`src/rtl/crc_chk_pkg.sv`:
```
package crc_chk_pkg;
  localparam int          CRC_W    = 32;
  localparam logic [31:0] CRC_POLY = 32'h04C11DB7;
  localparam logic [31:0] CRC_SEED = 32'hFFFF_FFFF;

  localparam logic [1:0] MODE_LOAD = 2'b01;
  localparam logic [1:0] MODE_USER = 2'b10;

  // one bit of a non-reflected CRC, MSB-first feedback
  function automatic logic [CRC_W-1:0] crc_bit(input logic [CRC_W-1:0] c, input logic b);
    logic fb;
    fb = c[CRC_W-1] ^ b;
    return {c[CRC_W-2:0], 1'b0} ^ (fb ? CRC_POLY : '0);
  endfunction
endpackage

```
`src/rtl/cc_scan.sv`:
```
module cc_scan
  import crc_chk_pkg::*;
#(
  parameter int DEPTH  = 16,
  parameter int DATA_W = 32,
  parameter int ADDR_W = (DEPTH > 1) ? $clog2(DEPTH) : 1
) (
  input  logic              clk,
  input  logic              rst,
  input  logic              run,
  input  logic              restart,
  output logic [ADDR_W-1:0] mem_addr,
  input  logic [DATA_W-1:0] mem_rdata,
  output logic              pass_done,
  output logic [CRC_W-1:0]  pass_crc
);
  localparam logic [ADDR_W-1:0] LAST_ADDR = ADDR_W'(DEPTH - 1);

  logic [ADDR_W-1:0] addr_q;
  logic              vld_q;
  logic              last_q;
  logic [CRC_W-1:0]  crc_q;
  logic [CRC_W-1:0]  crc_nxt;

  function automatic logic [CRC_W-1:0] crc_word(input logic [CRC_W-1:0] c,
                                                input logic [DATA_W-1:0] d);
    logic [CRC_W-1:0] r;
    r = c;
    for (int i = DATA_W - 1; i >= 0; i--) r = crc_bit(r, d[i]);
    return r;
  endfunction

  assign crc_nxt   = crc_word(crc_q, mem_rdata);
  assign pass_done = vld_q && last_q && run && !restart;
  assign pass_crc  = crc_nxt;
  assign mem_addr  = addr_q;

  always_ff @(posedge clk) begin
    if (rst || restart || !run) begin
      addr_q <= '0;
      vld_q  <= 1'b0;
      last_q <= 1'b0;
      crc_q  <= CRC_SEED;
    end else begin
      addr_q <= (addr_q == LAST_ADDR) ? '0 : addr_q + 1'b1;
      vld_q  <= 1'b1;
      last_q <= (addr_q == LAST_ADDR);
      if (vld_q) crc_q <= last_q ? CRC_SEED : crc_nxt;
    end
  end

  AST_ADDR_IN_RANGE: assert property (@(posedge clk) disable iff (rst)
    int'(mem_addr) < DEPTH) else $error("address out of range");
  AST_IDLE_ADDR_ZERO: assert property (@(posedge clk) disable iff (rst)
    !run |=> (mem_addr == '0) || run) else $error("scan moved while idle");
endmodule

```
`src/rtl/cc_tap.sv`:
```
module cc_tap
  import crc_chk_pkg::*;
#(
  parameter int              IR_W    = 10,
  parameter logic [IR_W-1:0] IR_CODE = 10'b00_0001_0101
) (
  input  logic             clk,
  input  logic             rst,
  input  logic             user_mode,
  input  logic             tck,
  input  logic             tdi,
  input  logic [IR_W-1:0]  ir,
  input  logic             cap,
  input  logic             sh,
  input  logic             upd,
  input  logic [CRC_W-1:0] ref_in,
  output logic             tdo,
  output logic             upd_pulse,
  output logic [CRC_W-1:0] upd_value
);
  logic [2:0]       tck_sync;
  logic             tck_rise;
  logic             sel;
  logic [CRC_W-1:0] tdr_q;

  assign tck_rise  = tck_sync[1] && !tck_sync[2];
  assign sel       = user_mode && (ir == IR_CODE);
  assign upd_pulse = tck_rise && sel && upd;
  assign upd_value = tdr_q;
  assign tdo       = sel && tdr_q[0];

  always_ff @(posedge clk) begin
    if (rst) begin
      tck_sync <= '0;
      tdr_q    <= '0;
    end else begin
      tck_sync <= {tck_sync[1:0], tck};
      if (tck_rise && sel) begin
        if (cap)     tdr_q <= ref_in;
        else if (sh) tdr_q <= {tdi, tdr_q[CRC_W-1:1]};
      end
    end
  end

  AST_TAP_ONE_PHASE: assert property (@(posedge clk) disable iff (rst)
    tck_rise |-> $onehot0({cap, sh, upd})) else $error("overlapping TAP phases");
endmodule

```
`src/rtl/cfg_crc_scrub.sv`:
```
module cfg_crc_scrub
  import crc_chk_pkg::*;
#(
  parameter int              DEPTH   = 16,
  parameter int              DATA_W  = 32,
  parameter int              IR_W    = 10,
  parameter logic [IR_W-1:0] IR_CODE = 10'b00_0001_0101,
  parameter int              ADDR_W  = (DEPTH > 1) ? $clog2(DEPTH) : 1
) (
  input  logic              clk,
  input  logic              rst,
  input  logic [1:0]        cfg_mode,
  output logic [ADDR_W-1:0] mem_addr,
  input  logic [DATA_W-1:0] mem_rdata,
  input  logic              tap_tck,
  input  logic              tap_tdi,
  input  logic [IR_W-1:0]   tap_ir,
  input  logic              tap_capture_dr,
  input  logic              tap_shift_dr,
  input  logic              tap_update_dr,
  output logic              tap_tdo,
  output logic              crc_error
);
  logic [1:0]       mode_q;
  logic             restart;
  logic             run;
  logic             in_load;
  logic             in_user;
  logic             pass_done;
  logic [CRC_W-1:0] pass_crc;
  logic             tap_upd;
  logic [CRC_W-1:0] tap_val;
  logic [CRC_W-1:0] ref_q;
  logic             ref_valid_q;
  logic             err_q;

  assign in_load   = (cfg_mode == MODE_LOAD);
  assign in_user   = (cfg_mode == MODE_USER);
  assign run       = in_load || in_user;
  assign restart   = (cfg_mode != mode_q);
  assign crc_error = err_q;

  cc_scan #(.DEPTH(DEPTH), .DATA_W(DATA_W), .ADDR_W(ADDR_W)) u_scan (
    .clk(clk), .rst(rst), .run(run), .restart(restart),
    .mem_addr(mem_addr), .mem_rdata(mem_rdata),
    .pass_done(pass_done), .pass_crc(pass_crc)
  );

  cc_tap #(.IR_W(IR_W), .IR_CODE(IR_CODE)) u_tap (
    .clk(clk), .rst(rst), .user_mode(in_user),
    .tck(tap_tck), .tdi(tap_tdi), .ir(tap_ir),
    .cap(tap_capture_dr), .sh(tap_shift_dr), .upd(tap_update_dr),
    .ref_in(ref_q), .tdo(tap_tdo), .upd_pulse(tap_upd), .upd_value(tap_val)
  );

  always_ff @(posedge clk) begin
    if (rst) begin
      mode_q      <= 2'b00;
      ref_q       <= '0;
      ref_valid_q <= 1'b0;
      err_q       <= 1'b0;
    end else begin
      mode_q <= cfg_mode;
      if (pass_done && in_load) begin
        ref_q       <= pass_crc;
        ref_valid_q <= 1'b1;
        err_q       <= 1'b0;
      end else if (pass_done && in_user && ref_valid_q) begin
        err_q <= (pass_crc != ref_q);
      end
      if (tap_upd) begin
        ref_q       <= tap_val;
        ref_valid_q <= 1'b1;
      end
    end
  end

  AST_ERR_AT_PASS_END: assert property (@(posedge clk) disable iff (rst)
    !pass_done |=> $stable(crc_error)) else $error("error moved mid-pass");
  AST_NO_ERR_WITHOUT_REF: assert property (@(posedge clk) disable iff (rst)
    !ref_valid_q |-> !crc_error) else $error("error without reference");
  AST_TAP_USER_ONLY: assert property (@(posedge clk) disable iff (rst)
    !in_user |-> !tap_upd) else $error("update outside user mode");
  AST_REF_ONLY_ON_UPDATE: assert property (@(posedge clk) disable iff (rst)
    (!tap_upd && !(pass_done && in_load)) |=> $stable(ref_q)) else $error("reference corrupted");
endmodule

```
`config.mk`:
```
export PLATFORM = sky130hd
export DESIGN_NAME = cfg_crc_scrub
export DESIGN_NICKNAME = d
export VERILOG_FILES = /design/src/rtl/crc_chk_pkg.sv /design/src/rtl/cc_scan.sv /design/src/rtl/cc_tap.sv /design/src/rtl/cfg_crc_scrub.sv
export SDC_FILE = /design/constraint.sdc
export NUM_CORES = 1
export LEC_CHECK = 0
export ABC_AREA = 1
export BUFFER_PORTS_ARGS = -buffer_cell sky130_fd_sc_hd__buf_4
export CORE_MARGIN = 5
export CORE_UTILIZATION = 60
export CTS_BUF_LIST = sky130_fd_sc_hd__clkbuf_2
export DETAILED_ROUTE_END_ITERATION = 7
export PLACE_DENSITY_LB_ADDON = 0.2
export RECOVER_POWER = 25
export SLEW_MARGIN = 20
export SYNTH_ARGS = -nofsm -noshare
export SYNTH_HDL_FRONTEND = slang
export SYNTH_SLANG_ARGS = --single-unit
export TNS_END_PERCENT = 10
```
`constraint.sdc`:
```
create_clock -name clk -period 9.8 [get_ports clk]
set_input_delay 1.96 -clock clk [delete_from_list [all_inputs] [get_ports clk]]
set_output_delay 1.96 -clock clk [all_outputs]
set_load 0.05 [all_outputs]
```
==> metrics.cfg, run 1 <==
[status]
status = finished with violations
failed_checks = capacitance limit, slew limit

[cells_and_area]
nets = 2001
instances_no_fill = 2178
n_fill_cell = 1775
area_growth_pct = 6.09
design_area_sq_mm = 0.0114
drive_above_1_share = 0.117

[synthesis]
synthesis.instances = 1918
synth_top_cell_by_area = nand2_1
syn-cell-area_sq_mm = 0.0107
synthArstFlopShare = 0
synthTopCellsByCount = nand2_1, nand3_1, inv_1
yosysMostFrequentCell = nand2_1
syn-num-nets = 1972
synth-seq-cells = 109
ys_seq_area_frac = 0.204
ys_types = 39
synth.top_cell.area_share = 0.287
syn_avg_cell_area_sq_um = 5.58
synthTopCellsByArea = nand2_1, dfxtp_1, nand3_1
synth_edf_count = 0
yosys_warnings = 0
synth_flop_cell = dfxtp_1

[die]
die_h_microns = 144
initial_utilization = 0.614
die_x_microns = 144
std_cell_rows = 48
io_pins = 57
core_area_sq_mm = 0.0174
die_area_sq_mm = 0.0206

[cts]
clkSinkCount = 109
postCtsHoldBufs = 0
clkTransAtPathRegs_ns = 0.33
cts_tree = yes
cts_inserted_buffers = 9
clkLatencyLatePin_ns = 0.63
cts.htree.levels = 3
cts_resized = 0
cts_root_buf = clkbuf_2
clockBufferDepth = 2
post_cts_buffers = 0

[sta]
period_share = 0.573
fin_crit_ns = 5.61
relSlewSlack = -0.440
setup_viol = 0
fmax_mhz = 178
rsz0062_at_grt = false
final_hold_viol_count = 0
finClkSkew_ns = 0.0371
worst_slew_pin_slew_ns = 2.16
worst_slack_ns = 4.19
slew_violations = 46
fin_setup_tns_ns = 0

[min_path]
min_from = u_tap.tck_sync[0]
hold_path.class = flip-flop to flip-flop

[worst_setup_path]
regToRegSetupSlack_ns = 5.42
startpoint = rst
cp_max_fo = 45
end_kind = flip-flop
start_kind = input pin
crit_end = u_scan.crc_q[15]
reg2regPathDepth = 31
reg2reg_to = crc_error
crit_type = input pin to flip-flop
arrival_ns = 6.12
r2r_start = u_scan.crc_q[31]
worstPathRequired_ns = 10.31

[routing]
drt_iter0_drc = 1460
vias_per_cell = 5.73
drc = 0
drtAntennaViolNets = 0
dr.pass1.iters = 6
vias = 12500
wl_per_cell_microns = 17.3
drt-total-wl_microns = 37600

[global_routing]
grt_max_degree = 65
grt_pass1_vias = 10900
grt_antenna_before_repair = 1
grt-ovfl-total = 0
track_usage = 0.364
grt_pass1_wl_microns = 59000

[power_and_ir_drop]
peakVddDrop_mv = 0.151
p_leak_uw = 0.00635
power.density_mw_per_mm2 = 241

[placed_design]
place_inst = 2161
dpl_worst_slack_ns = 3.80
gp_congestion = 1.05
port-buffer-count = 56
dpl_cell_area_sq_mm = 0.0112
hpwl_microns = 30100

[flow_run]
maxCapViolCount = 1

-- state kept, by name, summed over array words and instances (netlist names) --
| signal | cells |
|---|---|
| u_scan.mem_addr | 4 |
| u_scan.last_q | 1 |
| ref_q | 32 |
| u_tap.tck_sync | 3 |
| ref_valid_q | 1 |
| u_scan.crc_q | 32 |
| crc_error | 1 |
| mode_q | 2 |
| u_tap.upd_value | 32 |
| u_scan.vld_q | 1 |
-- cell type report --
cell class	count	area, sq um	share of cell area
antenna	1	2.50	0.000220
clock buffer	9	45.0	0.00397
clock inverter	7	65.1	0.00573
inverter	239	905	0.0797
multi-input combinational	1527	7420	0.653
sequential	109	2180	0.192
tap	225	282	0.0248
timing repair buffer	61	454	0.0400
-- report_power, final --
group | switching, uW | total [uW] | leakage [uW] | internal, uW
clock | 165 | 206 | 0.0000708 | 40.9
combinational | 1530 | 2080 | 0.00540 | 543
sequential | 3.17 | 451 | 0.000880 | 448
-- per-layer routing --
metal / vias up / GRT usage / routed length, microns / share of wire
met1: 5621 / 0.476 / 15500 / 0.41
met5: - / 0 / 0 / 0
met2: 644 / 0.604 / 16800 / 0.45
met4: 0 / 0.157 / 1960 / 0.052
li1: 6116 / - / - / -
met3: 107 / 0.0469 / 3380 / 0.090
-- logic make-up (layout without fill, tap and decap cells) --
| family | Yosys count | in the layout | share of synthesized area |
|---|---|---|---|
| multiplexers | 1 | 1 | 0.000935 |
| AO/OA/AOI/OAI | 166 | 166 | 0.102 |
| flip-flops | 109 | 109 | 0.204 |
| other | 0 | 1 | 0 |
| XOR/XNOR | 68 | 68 | 0.0571 |
| buffers and inverters | 282 | 316 | 0.103 |
| AND/OR/NAND/NOR | 1289 | 1289 | 0.530 |
| adder cells (fa/ha/maj) | 3 | 3 | 0.00351 |
-- through the flow --
stage	power [uW]	hold WS [ns]	utilization
6_report	2730	0.436	0.652
5_1_grt	2940	0.466	0.652
4_1_cts	2670	0.442	0.652
3_5_place_dp	2450	0.416	0.646
3_3_place_gp	2440	0.389	0.646
2_1_floorplan	1870	0.388	-
-- cells in the final DEF (no fill, tap or decap), drive strengths merged, types with 24 or more instances in the layout --
master and count:
o22ai 27, o211ai 33, nand3 250, nor2 104
o21ai 38, o21a 24, inv 242, buf 60
nand2 914, a211oi 31, dfxtp 109, xor2 54
-- critical path: stages --
cell and delay (ns):
clkbuf_1 1.52, clkinv_1 1.56, nand2_1 0.53, nor2_2 0.05, buf_4 0.25, o211ai_1 0.21
-- how the worst min path moves through the flow --
stage,end,slack [ns],cells past startpoint
after detailed placement,u_tap.tck_sync[1],0.42,2
final,u_tap.tck_sync[1],0.44,2
after global routing,u_tap.tck_sync[1],0.47,2
after global placement,u_tap.tck_sync[1],0.39,2
after CTS,u_tap.tck_sync[1],0.44,2
after floorplan,u_tap.tck_sync[1],0.39,2
Power figures use the tool's default switching activity.
==> run 2: changes to the inputs <==
- clock period: 9.8 -> 5.23 ns (I/O delays scaled with it)
==> run 2 against run 1 <==
  * Via count down 0.70%
  * Critical path depth grew 26
  * Combinational power up 94%
  * Setup slack lost 3.5 ns
  * Largest power group unchanged
  * Non-clock buffer count up 15
  * First-iteration DRC count decreased by 1.4%
  * Sequential share of layout area shrank 0.21 points
  * Cell area up 1.1%
  * Sequential power up 87%
  * The run still ends with capacitance limit, slew limit left
  * Clock power rose by 97%
  * Worst hold slack got worse by 0.0018 ns
==> metrics.cfg, run 2 (synthesized netlist as in run 1, its figures left out) <==
[power_and_ir_drop]
switching_share = 0.617
internal_power_uw = 2020
power.density_mw_per_mm2 = 461
power_frac_comb = 0.764
clock_power_share = 0.077
switchingPower_uw = 3260
peakVddDrop_mv = 0.343
p_leak_uw = 0.00642
seq_power_share = 0.160

[routing]
highest_layer = met4
drtAntennaViolNets = 0
drt-met1-wl_microns = 15400
dr.pass1.iters = 6
wl_per_cell_microns = 17.0
vias = 12400
drt_iter0_drc = 1440
drc = 0
vias_per_cell = 5.65
met3WireLength_microns = 3260
drt-total-wl_microns = 37300
routed-wl-met2_microns = 16500

[sta]
fin_crit_ns = 4.54
setup_viol = 0
rsz0062_at_grt = false
fmax_mhz = 220
slew_violations = 46
final_hold_viol_count = 0
finClkSkew_ns = 0.0393
period_share = 0.868
relSlewSlack = -0.500
worst_slew_pin_slew_ns = 2.25
fin_setup_tns_ns = 0

[global_routing]
grt_pass1_vias = 11300
track_usage = 0.365
grt_max_degree = 65
grt_antenna_before_repair = 1
grt_pass1_wl_microns = 59300
grt-ovfl-total = 0

[status]
failed_checks = capacitance limit, slew limit
status = finished with violations

[placed_design]
port-buffer-count = 56
gp_congestion = 1.03
place_inst = 2176
hpwl_microns = 30000
dpl_cell_area_sq_mm = 0.0114

[die]
initial_utilization = 0.614
core_area_sq_mm = 0.0174
die_h_microns = 144
std_cell_rows = 48
io_pins = 57
die_area_sq_mm = 0.0206
die_x_microns = 144

[cells_and_area]
n_fill_cell = 1737
multiInputGateArea_sq_mm = 0.00742
seqCellArea_sq_mm = 0.00218
instances_no_fill = 2193
design_area_sq_mm = 0.0115
nets = 2016
drive_above_1_share = 0.123
area_growth_pct = 7.28
mostFrequentLayoutCell = nand2_1
final_cell_mix = nand2_1, nand3_1, inv_1

[worst_setup_path]
worstPathRequired_ns = 5.85
end_kind = flip-flop
slowest_stage = nand2_1
cp_max_fo = 15
start_kind = input pin
arrival_ns = 5.16
crit_type = input pin to flip-flop
path_common_cell = nand2_1
critPathMaxStageDelay_ns = 0.46

[cts]
cts_root_buf = clkbuf_2
cts.htree.levels = 3
cts_inserted_buffers = 9
postCtsHoldBufs = 0
clkSinkCount = 109
cts_tree = yes
clkLatencyLatePin_ns = 0.66
post_cts_buffers = 0
clkTransAtPathRegs_ns = 0.34
cts_resized = 0
clockBufferDepth = 2

[flow_run]
maxCapViolCount = 1

[min_path]
hold_path.class = flip-flop to flip-flop

[run 2: cell types whose count changed in the layout (fill, tap and decap cells not counted), sizes merged]
cell	delta
buf	+14
clkbuf	+1
clkinv	+4
inv	-4
[run 2: power by group through the flow]
stage | Sequential, uW | Combinational (uW) | Clock (uW)
4_1_cts | 845 | 3900 | 410
5_1_grt | 847 | 4390 | 441
6_report | 845 | 4040 | 405
3_5_place_dp | 858 | 3880 | 0
3_3_place_gp | 858 | 3850 | 0
2_1_floorplan | 857 | 2640 | 0
[run 2: through the flow]
| step | hold slack [ns] | setup WS (ns) | total power (uW) | utilization |
|---|---|---|---|---|
| 2_1_floorplan | 0.388 | 1.50 | 3500 | - |
| 3_3_place_gp | 0.397 | 0.116 | 4710 | 0.652 |
| 3_5_place_dp | 0.412 | 0.112 | 4740 | 0.652 |
| 4_1_cts | 0.441 | 0.850 | 5160 | 0.659 |
| 5_1_grt | 0.445 | 0.421 | 5680 | 0.659 |
| 6_report | 0.435 | 0.689 | 5290 | 0.659 |
[run 2: cell type report]
class / count / share of cell area
Clock buffer: 9 / 0.00392
Multi-Input combinational cell: 1527 / 0.646
Timing Repair Buffer: 76 / 0.0490
Inverter: 239 / 0.0788
Tap cell: 225 / 0.0245
Sequential cell: 109 / 0.190
Antenna cell: 1 / 0.000218
Clock inverter: 7 / 0.00730
[run 2: critical path: cells and delay by family]
kind                   cells  cell delay, ns
buffers and inverters      5            0.41
XOR/XNOR                   1            0.21
AND/OR/NAND/NOR           26            3.48
[run 2: metal layers]
metal,up-vias,GRT usage
met2,681,0.588
li1,6145,-
met3,118,0.0463
met1,5456,0.480
met5,-,0
met4,0,0.188
[run 2: worst paths after layout]
| check | start | endpoint | slack, ns | depth (start not counted) |
|---|---|---|---|---|
| worst max register to register | u_scan.crc_q[30] | crc_error | 0.71 | 30 |
| worst max-delay path | mem_rdata[31] | crc_error | 0.69 | 32 |
| worst min register to register | u_tap.tck_sync[0] | u_tap.tck_sync[1] | 0.43 | 2 |
| worst min-delay path | u_tap.tck_sync[0] | u_tap.tck_sync[1] | 0.43 | 2 |
==> run 3: changes to the inputs <==
- CORE_UTILIZATION: 60 -> 58
- RECOVER_POWER: 25 -> default
- clock period: 5.23 -> 4.1 ns (I/O delays scaled with it)
==> run 3 against run 2 <==
  * Final cell count rose by 8.5%
  * Critical path type is now flip-flop to flip-flop
  * The flow now finishes without violations
  * Highest routed layer unchanged
  * First-iteration DRC count fell by 2.6%
  * Sequential share of layout area fell by 2.2 points
  * Combinational power rose by 59%
==> metrics.cfg, run 3 (synthesized netlist as in run 1, its figures left out) <==
[worst_setup_path]
slowest_stage = dfxtp_2
worstPathRequired_ns = 4.65
cp_max_fo = 9
startpoint = u_scan.crc_q[27]
crit_type = flip-flop to flip-flop
crit_buf_inv = 6
end_kind = flip-flop
start_kind = flip-flop
critPathMaxStageDelay_ns = 0.41
r2r_start = u_scan.crc_q[27]
cpLargestDelayFamily = simple AND/OR/NAND/NOR gates
arrival_ns = 4.35
path_common_cell = nand2_1

[die]
die_area_sq_mm = 0.0213
std_cell_rows = 49
initial_utilization = 0.592
die_x_microns = 146
core_area_sq_mm = 0.0181
io_pins = 57
die_h_microns = 146

[routing]
drt-total-wl_microns = 38700
drc = 0
vias_per_cell = 5.50
wl_per_cell_microns = 16.3
drtAntennaViolNets = 0
dr.pass1.iters = 8
drt_iter0_drc = 1402
vias = 13100

[sta]
holdWs_ns = 0.363
fin_crit_ns = 3.81
slew_violations = 0
fmax_mhz = 263
worst_slew_pin_slew_ns = 0.796
worst_slack_ns = 0.295
final_hold_viol_count = 0
fin_setup_tns_ns = 0
period_share = 0.928
relSlewSlack = 0.469
finClkSkew_ns = 0.0313
setup_viol = 0

[cells_and_area]
final_util = 0.720
drive_above_1_share = 0.209
area_growth_pct = 21.7
final_cell_mix = nand2_1, buf_4, nand3_1
nets = 2199
instances_no_fill = 2380
mostFrequentLayoutCell = nand2_1

[cts]
clkTransAtPathRegs_ns = 0.33
clkSinkCount = 109
clockBufferDepth = 2
cts.htree.levels = 3
clkLatencyLatePin_ns = 0.62
cts_root_buf = clkbuf_2
cts_inserted_buffers = 9
cts_tree = yes
postCtsHoldBufs = 0

[power_and_ir_drop]
switchingPower_uw = 4410
switching_share = 0.549
p_leak_uw = 0.00735
power_frac_comb = 0.797
seq_power_share = 0.134
internal_power_uw = 3620
clock_power_share = 0.069
power.density_mw_per_mm2 = 617
peakVddDrop_mv = 0.553

[placed_design]
gp_congestion = 1.04
port-buffer-count = 56
place_inst = 2361
hpwl_microns = 32000
dpl_worst_slack_ns = -0.313

[global_routing]
track_usage = 0.351
grt_pass1_vias = 11800
grt-ovfl-total = 0
grt_pass1_wl_microns = 60500
grt_max_degree = 65
grt_antenna_before_repair = 1

[flow_run]
maxCapViolCount = 0

[min_path]
min_from = tap_tck
hold_path.class = input pin to flip-flop

[status]
status = finished, final reports clean

run 3: worst reg2reg max path, delay by kind of cell (launching register included):
| kind | cells | cell delay [ns] |
|---|---|---|
| simple gates | 24 | 2.45 |
| xor+xnor | 1 | 0.23 |
| flops | 1 | 0.41 |
| buf+inv | 6 | 0.68 |
run 3: repair_timing:
action / CTS / global route
setup endpoints to repair: 0 / 1
endpoints found under the hold margin: 0 / 0
gates resized for setup: 0 / 28
setup buffers: 0 / 2
run 3: path summary, 6_finish.rpt:
path                                     endpoint  slack, ns  cells past startpoint
worst max register to register          crc_error       0.29                     31
worst max-delay path                    crc_error       0.29                     31
worst min-delay path            u_tap.tck_sync[0]       0.36                      3
worst min register to register  u_tap.tck_sync[1]       0.44                      2
run 3: stage by stage:
stage / total power (uW) / area (sq um)
2_1_floorplan: 4460 / 10700
3_3_place_gp: 7240 / 12800
3_5_place_dp: 7280 / 12800
4_1_cts: 7850 / 12900
5_1_grt: 8580 / 13000
6_report: 8040 / 13000
run 3: area by class of cell:
class / count / area [sq um]
fillers: 1616 / 5060
repair buffers: 259 / 2010
clock buffers: 9 / 45.0
well taps: 229 / 287
diodes: 1 / 2.50
flip-flops and latches: 109 / 2190
inverters: 239 / 905
multi-input cells: 1527 / 7490
clock inverters: 7 / 90.1
run 3: metal layers:
layer / track usage / wire, microns / up-vias
met5: 0 / 0 / -
met3: 0.0461 / 3450 / 111
met4: 0.165 / 2110 / 0
met2: 0.570 / 17100 / 631
li1: - / - / 6514
met1: 0.462 / 16000 / 5839
run 3: power by group through the flow:
stage / combinational, uW / clock, uW / sequential [uW]
2_1_floorplan: 3370 / 0 / 1090
3_3_place_gp: 6140 / 0 / 1090
3_5_place_dp: 6180 / 0 / 1090
4_1_cts: 6220 / 549 / 1080
5_1_grt: 6900 / 601 / 1080
6_report: 6410 / 552 / 1080
